===== src/rtl/ssr_pkg.sv =====
package ssr_pkg;

  typedef enum logic [2:0] {
    ST_IDLE,
    ST_BOOT,
    ST_PAUSE,
    ST_FINAL,
    ST_RUN
  } ramp_state_e;

endpackage


===== src/rtl/vid_filter.sv =====
module vid_filter #(
  parameter int CODE_W = 8
) (
  input  logic              clk,
  input  logic              rst,
  input  logic [CODE_W-1:0] vid_in,
  output logic [CODE_W-1:0] vid_acc,
  output logic              vid_chg
);

  logic [CODE_W-1:0] sync_a, sync_b, sync_c;

  // accept only a value seen on two consecutive synchronised samples
  assign vid_chg = (sync_b == sync_c) && (sync_b != vid_acc);

  always_ff @(posedge clk) begin
    if (rst) begin
      sync_a  <= '0;
      sync_b  <= '0;
      sync_c  <= '0;
      vid_acc <= '0;
    end else begin
      sync_a <= vid_in;
      sync_b <= sync_a;
      sync_c <= sync_b;
      if (vid_chg) vid_acc <= sync_b;
    end
  end

  // an accepted value was present on the pin for two cycles in a row
  p_accept_stable_r7: assert property (@(posedge clk) disable iff (rst)
    !$stable(vid_acc) |-> (($past(vid_in, 3) == $past(vid_in, 4)) && (vid_acc == $past(vid_in, 3))));

endmodule


===== src/rtl/step_osc.sv =====
module step_osc #(
  parameter int PER_W = 16
) (
  input  logic             clk,
  input  logic             rst,
  input  logic             clr,
  input  logic [PER_W-1:0] period,
  output logic             tick
);

  logic [PER_W-1:0] cnt_q;

  // period 0 behaves as 1
  assign tick = ({1'b0, cnt_q} + 1'b1) >= {1'b0, period};

  always_ff @(posedge clk) begin
    if (rst || clr) cnt_q <= '0;
    else if (tick)  cnt_q <= '0;
    else            cnt_q <= cnt_q + 1'b1;
  end

  // a phase restart delays the next step by a full period
  p_phase_restart_r7: assert property (@(posedge clk) disable iff (rst)
    ($past(clr) && (period > 1)) |-> !tick);

endmodule


===== src/rtl/ramp_seq.sv =====
module ramp_seq
  import ssr_pkg::*;
#(
  parameter int CODE_W    = 8,
  parameter int BOOT_CODE = 100,
  parameter int PAUSE_CYC = 500000
) (
  input  logic              clk,
  input  logic              rst,
  input  logic              en,
  input  logic              mode_sel,
  input  logic [CODE_W-1:0] vid_tgt,
  input  logic              tick,
  output logic [CODE_W-1:0] code_q,
  output logic              active_q,
  output logic              done_q,
  output logic              mode_q,
  output logic              phase_rst
);

  localparam int PC_W = (PAUSE_CYC > 1) ? $clog2(PAUSE_CYC + 1) : 1;
  localparam logic [CODE_W-1:0] BOOT_V     = CODE_W'(BOOT_CODE);
  localparam logic [PC_W-1:0]   PAUSE_LAST = PC_W'(PAUSE_CYC - 1);

  ramp_state_e       st_q, st_n;
  logic [PC_W-1:0]   pcnt_q;
  logic [CODE_W-1:0] goal, code_n;
  logic              moving;

  always_comb begin
    st_n = st_q;
    unique case (st_q)
      ST_IDLE:  if (en) st_n = mode_sel ? ST_BOOT : ST_FINAL;
      ST_BOOT:  if (tick && (code_q == BOOT_V)) st_n = ST_PAUSE;
      ST_PAUSE: if (pcnt_q == PAUSE_LAST) st_n = ST_FINAL;
      ST_FINAL: if (tick && (code_q == vid_tgt)) st_n = ST_RUN;
      ST_RUN:   st_n = ST_RUN;
      default:  st_n = ST_IDLE;
    endcase
    if (!en) st_n = ST_IDLE;
  end

  // boot path ignores the VID until the pause has elapsed
  assign goal   = ((st_q == ST_BOOT) || (st_q == ST_PAUSE)) ? BOOT_V : vid_tgt;
  assign moving = tick && ((st_q == ST_BOOT) || (st_q == ST_FINAL) || (st_q == ST_RUN));

  always_comb begin
    code_n = code_q;
    if (moving) begin
      if (code_q < goal)      code_n = code_q + 1'b1;
      else if (code_q > goal) code_n = code_q - 1'b1;
    end
  end

  assign phase_rst = (st_n != st_q);

  always_ff @(posedge clk) begin
    if (rst || !en) begin
      st_q     <= ST_IDLE;
      code_q   <= '0;
      pcnt_q   <= '0;
      active_q <= 1'b0;
      done_q   <= 1'b0;
      mode_q   <= 1'b0;
    end else begin
      st_q     <= st_n;
      code_q   <= code_n;
      pcnt_q   <= (st_q == ST_PAUSE) ? pcnt_q + 1'b1 : '0;
      active_q <= (st_n == ST_BOOT) || (st_n == ST_PAUSE) || (st_n == ST_FINAL);
      done_q   <= done_q || ((st_q == ST_FINAL) && (st_n == ST_RUN));
      if (st_q == ST_IDLE) mode_q <= mode_sel;
    end
  end

  // one LSB at most per cycle
  p_one_lsb_r2: assert property (@(posedge clk) disable iff (rst)
    $past(en) |-> ((code_q == $past(code_q)) || (code_q == $past(code_q) + 1'b1) ||
                   (code_q + 1'b1 == $past(code_q))));

  // flags exclusive and completion sticky while enabled
  p_flags_excl_r9: assert property (@(posedge clk) disable iff (rst)
    !(active_q && done_q));

  p_done_sticky_r9: assert property (@(posedge clk) disable iff (rst)
    ($past(en) && $past(done_q)) |-> done_q);

  // completion is declared on a tick that does not move the code
  p_done_at_rest_r3: assert property (@(posedge clk) disable iff (rst)
    $rose(done_q) |-> $stable(code_q));

  // boot path never passes the boot level
  p_boot_cap_r5: assert property (@(posedge clk) disable iff (rst)
    ((st_q == ST_BOOT) || (st_q == ST_PAUSE)) |-> (code_q <= BOOT_V));

endmodule


===== src/rtl/dac_ramp_top.sv =====
module dac_ramp_top
  import ssr_pkg::*;
#(
  parameter int CODE_W             = 8,
  parameter int PER_W              = 16,
  parameter int RATE_W             = 2,
  parameter int SS_PERIOD          = 64,
  parameter int SLEW_PERIOD_DIRECT = 16,
  parameter int SLEW_PERIOD_BOOT   = 32,
  parameter int BOOT_CODE          = 100,
  parameter int PAUSE_CYC          = 500000
) (
  input  logic              clk,
  input  logic              rst,
  input  logic              en,
  input  logic              mode_sel,
  input  logic [RATE_W-1:0] rate_sel,
  input  logic [CODE_W-1:0] vid_in,
  output logic [CODE_W-1:0] dac_code,
  output logic              ss_active,
  output logic              ss_done
);

  localparam logic [PER_W-1:0] SS_P  = PER_W'(SS_PERIOD);
  localparam logic [PER_W-1:0] SLD_P = PER_W'(SLEW_PERIOD_DIRECT);
  localparam logic [PER_W-1:0] SLB_P = PER_W'(SLEW_PERIOD_BOOT);

  logic [CODE_W-1:0] vid_acc;
  logic              vid_chg;
  logic              tick, phase_rst, mode_q;
  logic [PER_W-1:0]  base_per, step_per;

  vid_filter #(.CODE_W(CODE_W)) u_filt (
    .clk     (clk),
    .rst     (rst),
    .vid_in  (vid_in),
    .vid_acc (vid_acc),
    .vid_chg (vid_chg)
  );

  always_comb begin
    if (!ss_done)   base_per = SS_P;
    else if (mode_q) base_per = SLB_P;
    else            base_per = SLD_P;
    step_per = base_per << rate_sel;
  end

  step_osc #(.PER_W(PER_W)) u_osc (
    .clk    (clk),
    .rst    (rst),
    .clr    (phase_rst || vid_chg || !en),
    .period (step_per),
    .tick   (tick)
  );

  ramp_seq #(
    .CODE_W    (CODE_W),
    .BOOT_CODE (BOOT_CODE),
    .PAUSE_CYC (PAUSE_CYC)
  ) u_seq (
    .clk       (clk),
    .rst       (rst),
    .en        (en),
    .mode_sel  (mode_sel),
    .vid_tgt   (vid_acc),
    .tick      (tick),
    .code_q    (dac_code),
    .active_q  (ss_active),
    .done_q    (ss_done),
    .mode_q    (mode_q),
    .phase_rst (phase_rst)
  );

endmodule


===== config.mk =====
export PLATFORM = sky130hd
export DESIGN_NAME = dac_ramp_top
export DESIGN_NICKNAME = d
export VERILOG_FILES = /design/src/rtl/ssr_pkg.sv /design/src/rtl/vid_filter.sv /design/src/rtl/step_osc.sv /design/src/rtl/ramp_seq.sv /design/src/rtl/dac_ramp_top.sv
export SDC_FILE = /design/constraint.sdc
export NUM_CORES = 1
export LEC_CHECK = 0
export BUFFER_PORTS_ARGS = -buffer_cell sky130_fd_sc_hd__buf_2
export CAP_MARGIN = 20
export CORE_UTILIZATION = 57
export CTS_BUF_LIST = sky130_fd_sc_hd__clkbuf_8
export DETAILED_ROUTE_END_ITERATION = 10
export PLACE_DENSITY_LB_ADDON = 0.15
export RECOVER_POWER = 100
export SETUP_SLACK_MARGIN = 0.05
export SLEW_MARGIN = 10
export SYNTH_ARGS = -nofsm -noshare
export SYNTH_HDL_FRONTEND = slang
export SYNTH_SLANG_ARGS = --single-unit

===== constraint.sdc =====
create_clock -name clk -period 3.4 [get_ports clk]
set_clock_uncertainty 0.15 [all_clocks]
set_input_delay 0.68 -clock clk [delete_from_list [all_inputs] [get_ports clk]]
set_output_delay 0.68 -clock clk [all_outputs]
set_load 0.02 [all_outputs]

==> impl_metrics.yaml <==
synth:
  syn_inst: 445
  synth_edf_count: 0
  netlist_area_um2: 4080
  yosys_warnings: 0
  yosysUniqueCellTypes: 52
  yosys_register_bits: 81
  async_flop_share_pct: 0
  ys_seq_area_share_pct: 39.7
  avgSynthCellArea_um2: 9.17
  synth_flop_cell: "dfxtp_1"
clocking:
  tritoncts: "done"
  clk-insertion-delay-late_ps: 360
  clock_path_buffers: 2
  cts.sinks: 81
  htree_num_levels: 3
  clock-root-buffer: "clkbuf_8"
  cts.clk_slew.worst_paths_ps: 90
  cts_hold_buf: 0
  numCtsBuffers: 9
drt:
  met2_length_um: 3710
  drc: 0
  routed_via_density: 5.17
  routed_wl_um: 7740
  via_count: 3138
  wl_met1_um: 3670
  top_layer_used: "met4"
  wl_met3_um: 224
  wire_per_inst_um: 12.7
  first_pass_iters: 4
  drt_iter0_drc: 83
  drtAntennaViolNets: 0
setup_path:
  r2r_cells: 16
  reg2reg_slack_ps: -190
  cp-end-kind: "flip-flop"
  rr_endpoint: "u_seq.code_q[7]$_SDFFE_PP0P_"
  critPathRequiredTime_ps: 3550
  arrival_ps: 3740
  critPathMaxFanout: 5
  start_kind: "flip-flop"
  path_class: "flip-flop to flip-flop"
  r2r-start: "u_seq.st_q[1]$_SDFF_PP0_"
finish:
  layout_common_cells: "79 x dfxtp_1, 66 x nor2_1, 34 x nor2b_1"
  antenna_cells: 0
  multi_input_area_um2: 2510
  drive_above_1_share_pct: 17.8
  final_common_cell: "dfxtp_1"
  stdcell_area_um2: 4830
  area_growth_pct: 18.3
  finalNonFillerCells: 607
  nFillCells: 585
  regArea_um2: 1620
  nets: 544
die:
  dieArea_um2: 7500
  io_pins: 24
  core_um2: 6870
  start_util_pct: 59.4
  rows: 30
  chipWidth_um: 86.6
  die_h_um: 86.6
min_path:
  min_path_type: "flip-flop to flip-flop"
  whs_endpoint: "u_filt.sync_b[2]$_SDFF_PP0_"
  min_path_cells: 1
  min_from: "u_filt.sync_a[2]$_SDFF_PP0_"
timing:
  setup_tns_ps: -306
  slew_headroom_pct: 43.5
  grt_setup_unrepaired: "yes"
  fin_crit_sh_pct: 106
  setup_violations: 2
  worst_slew_pin_slew_ps: 843
  final_max_slew_viol_count: 0
  hold_viol_final: 0
  hold_ws_ps: 292
  max_freq_mhz: 278
  worst_slack_ps: -191
  min_period_ps: 3590
global_route:
  antenna_found_initial: 0
  grtUsageTotal_pct: 22.1
  grt_max_degree: 37
  grt_pass1_vias: 2938
  grt_pass1_wl_um: 12900
  grt-ovfl-total: 0
placed_design:
  gp_congestion: 0.822
  placed_area_um2: 4540
  dp_slack_ps: -340
  io_buffers: 23
  dp.cells: 588
  place.detailed.hpwl_um: 5560
flow_run:
  drv_cap: 0
outcome:
  outcome: "complete, but fails checks"
  violations: "negative setup slack"
pwr:
  leakagePower_nw: 1.92
  pwr_density_cell_nw_per_um2: 470
  peakVddDrop_mv: 0.358
[worst max path at each step]
stage | start | endpoint | slack (ps) | cells past startpoint
floorplan | u_seq.st_q[0]$_SDFF_PP0_ | u_seq.code_q[7]$_SDFFE_PP0P_ | -280 | 17
global placement | u_seq.st_q[1]$_SDFF_PP0_ | u_seq.code_q[7]$_SDFFE_PP0P_ | -210 | 16
detailed placement | u_seq.st_q[1]$_SDFF_PP0_ | u_seq.code_q[7]$_SDFFE_PP0P_ | -340 | 16
CTS | u_seq.st_q[1]$_SDFF_PP0_ | u_seq.code_q[6]$_SDFFE_PP0P_ | -180 | 17
global route | u_seq.st_q[1]$_SDFF_PP0_ | u_seq.code_q[7]$_SDFFE_PP0P_ | -340 | 16
finish | u_seq.st_q[1]$_SDFF_PP0_ | u_seq.code_q[7]$_SDFFE_PP0P_ | -190 | 16
[registers in the layout, summed over array words and instances, names as in the netlist]
register and flops:
u_seq.pcnt_q 19, u_osc.cnt_q 16, u_filt.sync_a 8, u_filt.sync_b 8, u_filt.sync_c 8, u_filt.vid_acc 8
u_seq.code_q 8, u_seq.st_q 3, u_seq.active_q 1, u_seq.done_q 1, u_seq.mode_q 1
[layout make-up]
class | count | share of cell area [%]
clock inverters | 7 | 1.76
repair buffers | 55 | 7.07
well taps | 96 | 2.49
clock buffers | 9 | 2.56
inverters | 6 | 0.466
flip-flops and latches | 81 | 33.6
multi-input cells | 353 | 52.0
[power breakdown]
group / switching [mW] / internal (mW) / total (mW)
logic: 0.254 / 0.276 / 0.530
clock network: 0.389 / 0.355 / 0.743
registers: 0.0220 / 0.975 / 0.997
total: 0.665 / 1.61 / 2.27
[cell usage after synthesis (2+ instances only)]
library cell,instances,share of area [%]
a21oi_1,12,1.5
and3_1,4,0.61
nand2_1,26,2.4
nand3_1,20,2.5
nor3_1,8,0.98
or3_1,6,0.92
dfxtp_1,81,40
xnor2_1,32,6.9
and2b_2,3,0.64
ha_1,23,7.0
nor4b_1,2,0.43
clkbuf_8,3,1.0
o31ai_1,2,0.37
nor4_1,6,0.92
a31oi_1,3,0.46
o211ai_1,2,0.37
nor3b_1,3,0.55
nand4_1,13,2.0
and2_1,3,0.46
nor2b_1,35,5.4
nor2_1,66,6.1
o21a_1,4,0.74
xor2_1,25,5.4
o21ai_0,8,0.98
inv_1,6,0.55
a21o_1,3,0.55
mux2i_1,17,4.2
clkbuf_1,5,0.46
[through the flow]
step | power (mW) | util [%]
after floorplan | 1.33 | -
after global placement | 1.48 | 66.1
after detailed placement | 1.50 | 66.1
after CTS | 2.28 | 70.2
after global routing | 2.38 | 70.3
final | 2.27 | 70.3
[layer usage]
metal	vias up	global-route usage, %
met2	46	37.4
met4	0	6.82
met5	-	0
li1	1654	-
met1	1427	27.3
met3	11	6.00
[what timing repair did]
action / in CTS / in global routing
setup endpoints to repair: 5 / 9
pin swaps: 15 / 4
setup buffers: 2 / 1
cloned: 0 / 0
endpoints found under the hold margin: 0 / 0
resized for setup: 10 / 7
[worst max-delay path, stage by stage, from the launching register on]
cell and delay [ps]:
dfxtp_2 360, xor2_2 160, nor2b_4 180, nor2_1 50, ha_1 310, a21o_1 170, a21oi_2 110, and2b_2 230
or3_4 400, ha_4 240, a21oi_4 130, o21ai_2 90, o31ai_2 230, a21oi_2 100, xnor2_1 140, or3_1 330
a21oi_2 140
[cell families (layout without fill, tap and decap cells)]
| group | Yosys count | count (layout) | share of synthesized area [%] |
|---|---|---|---|
| AOI/OAI and AO/OA | 44 | 44 | 7.51 |
| other | 1 | 6 | 0.0919 |
| muxes | 18 | 18 | 4.54 |
| xor gates and xnor gates | 57 | 57 | 12.2 |
| buffers and inverters | 16 | 77 | 2.39 |
| adders and majority gates | 24 | 24 | 7.54 |
| DFF | 81 | 81 | 39.7 |
| and+or+nand+nor | 204 | 204 | 26.0 |
Power figures use the tool's default switching activity.
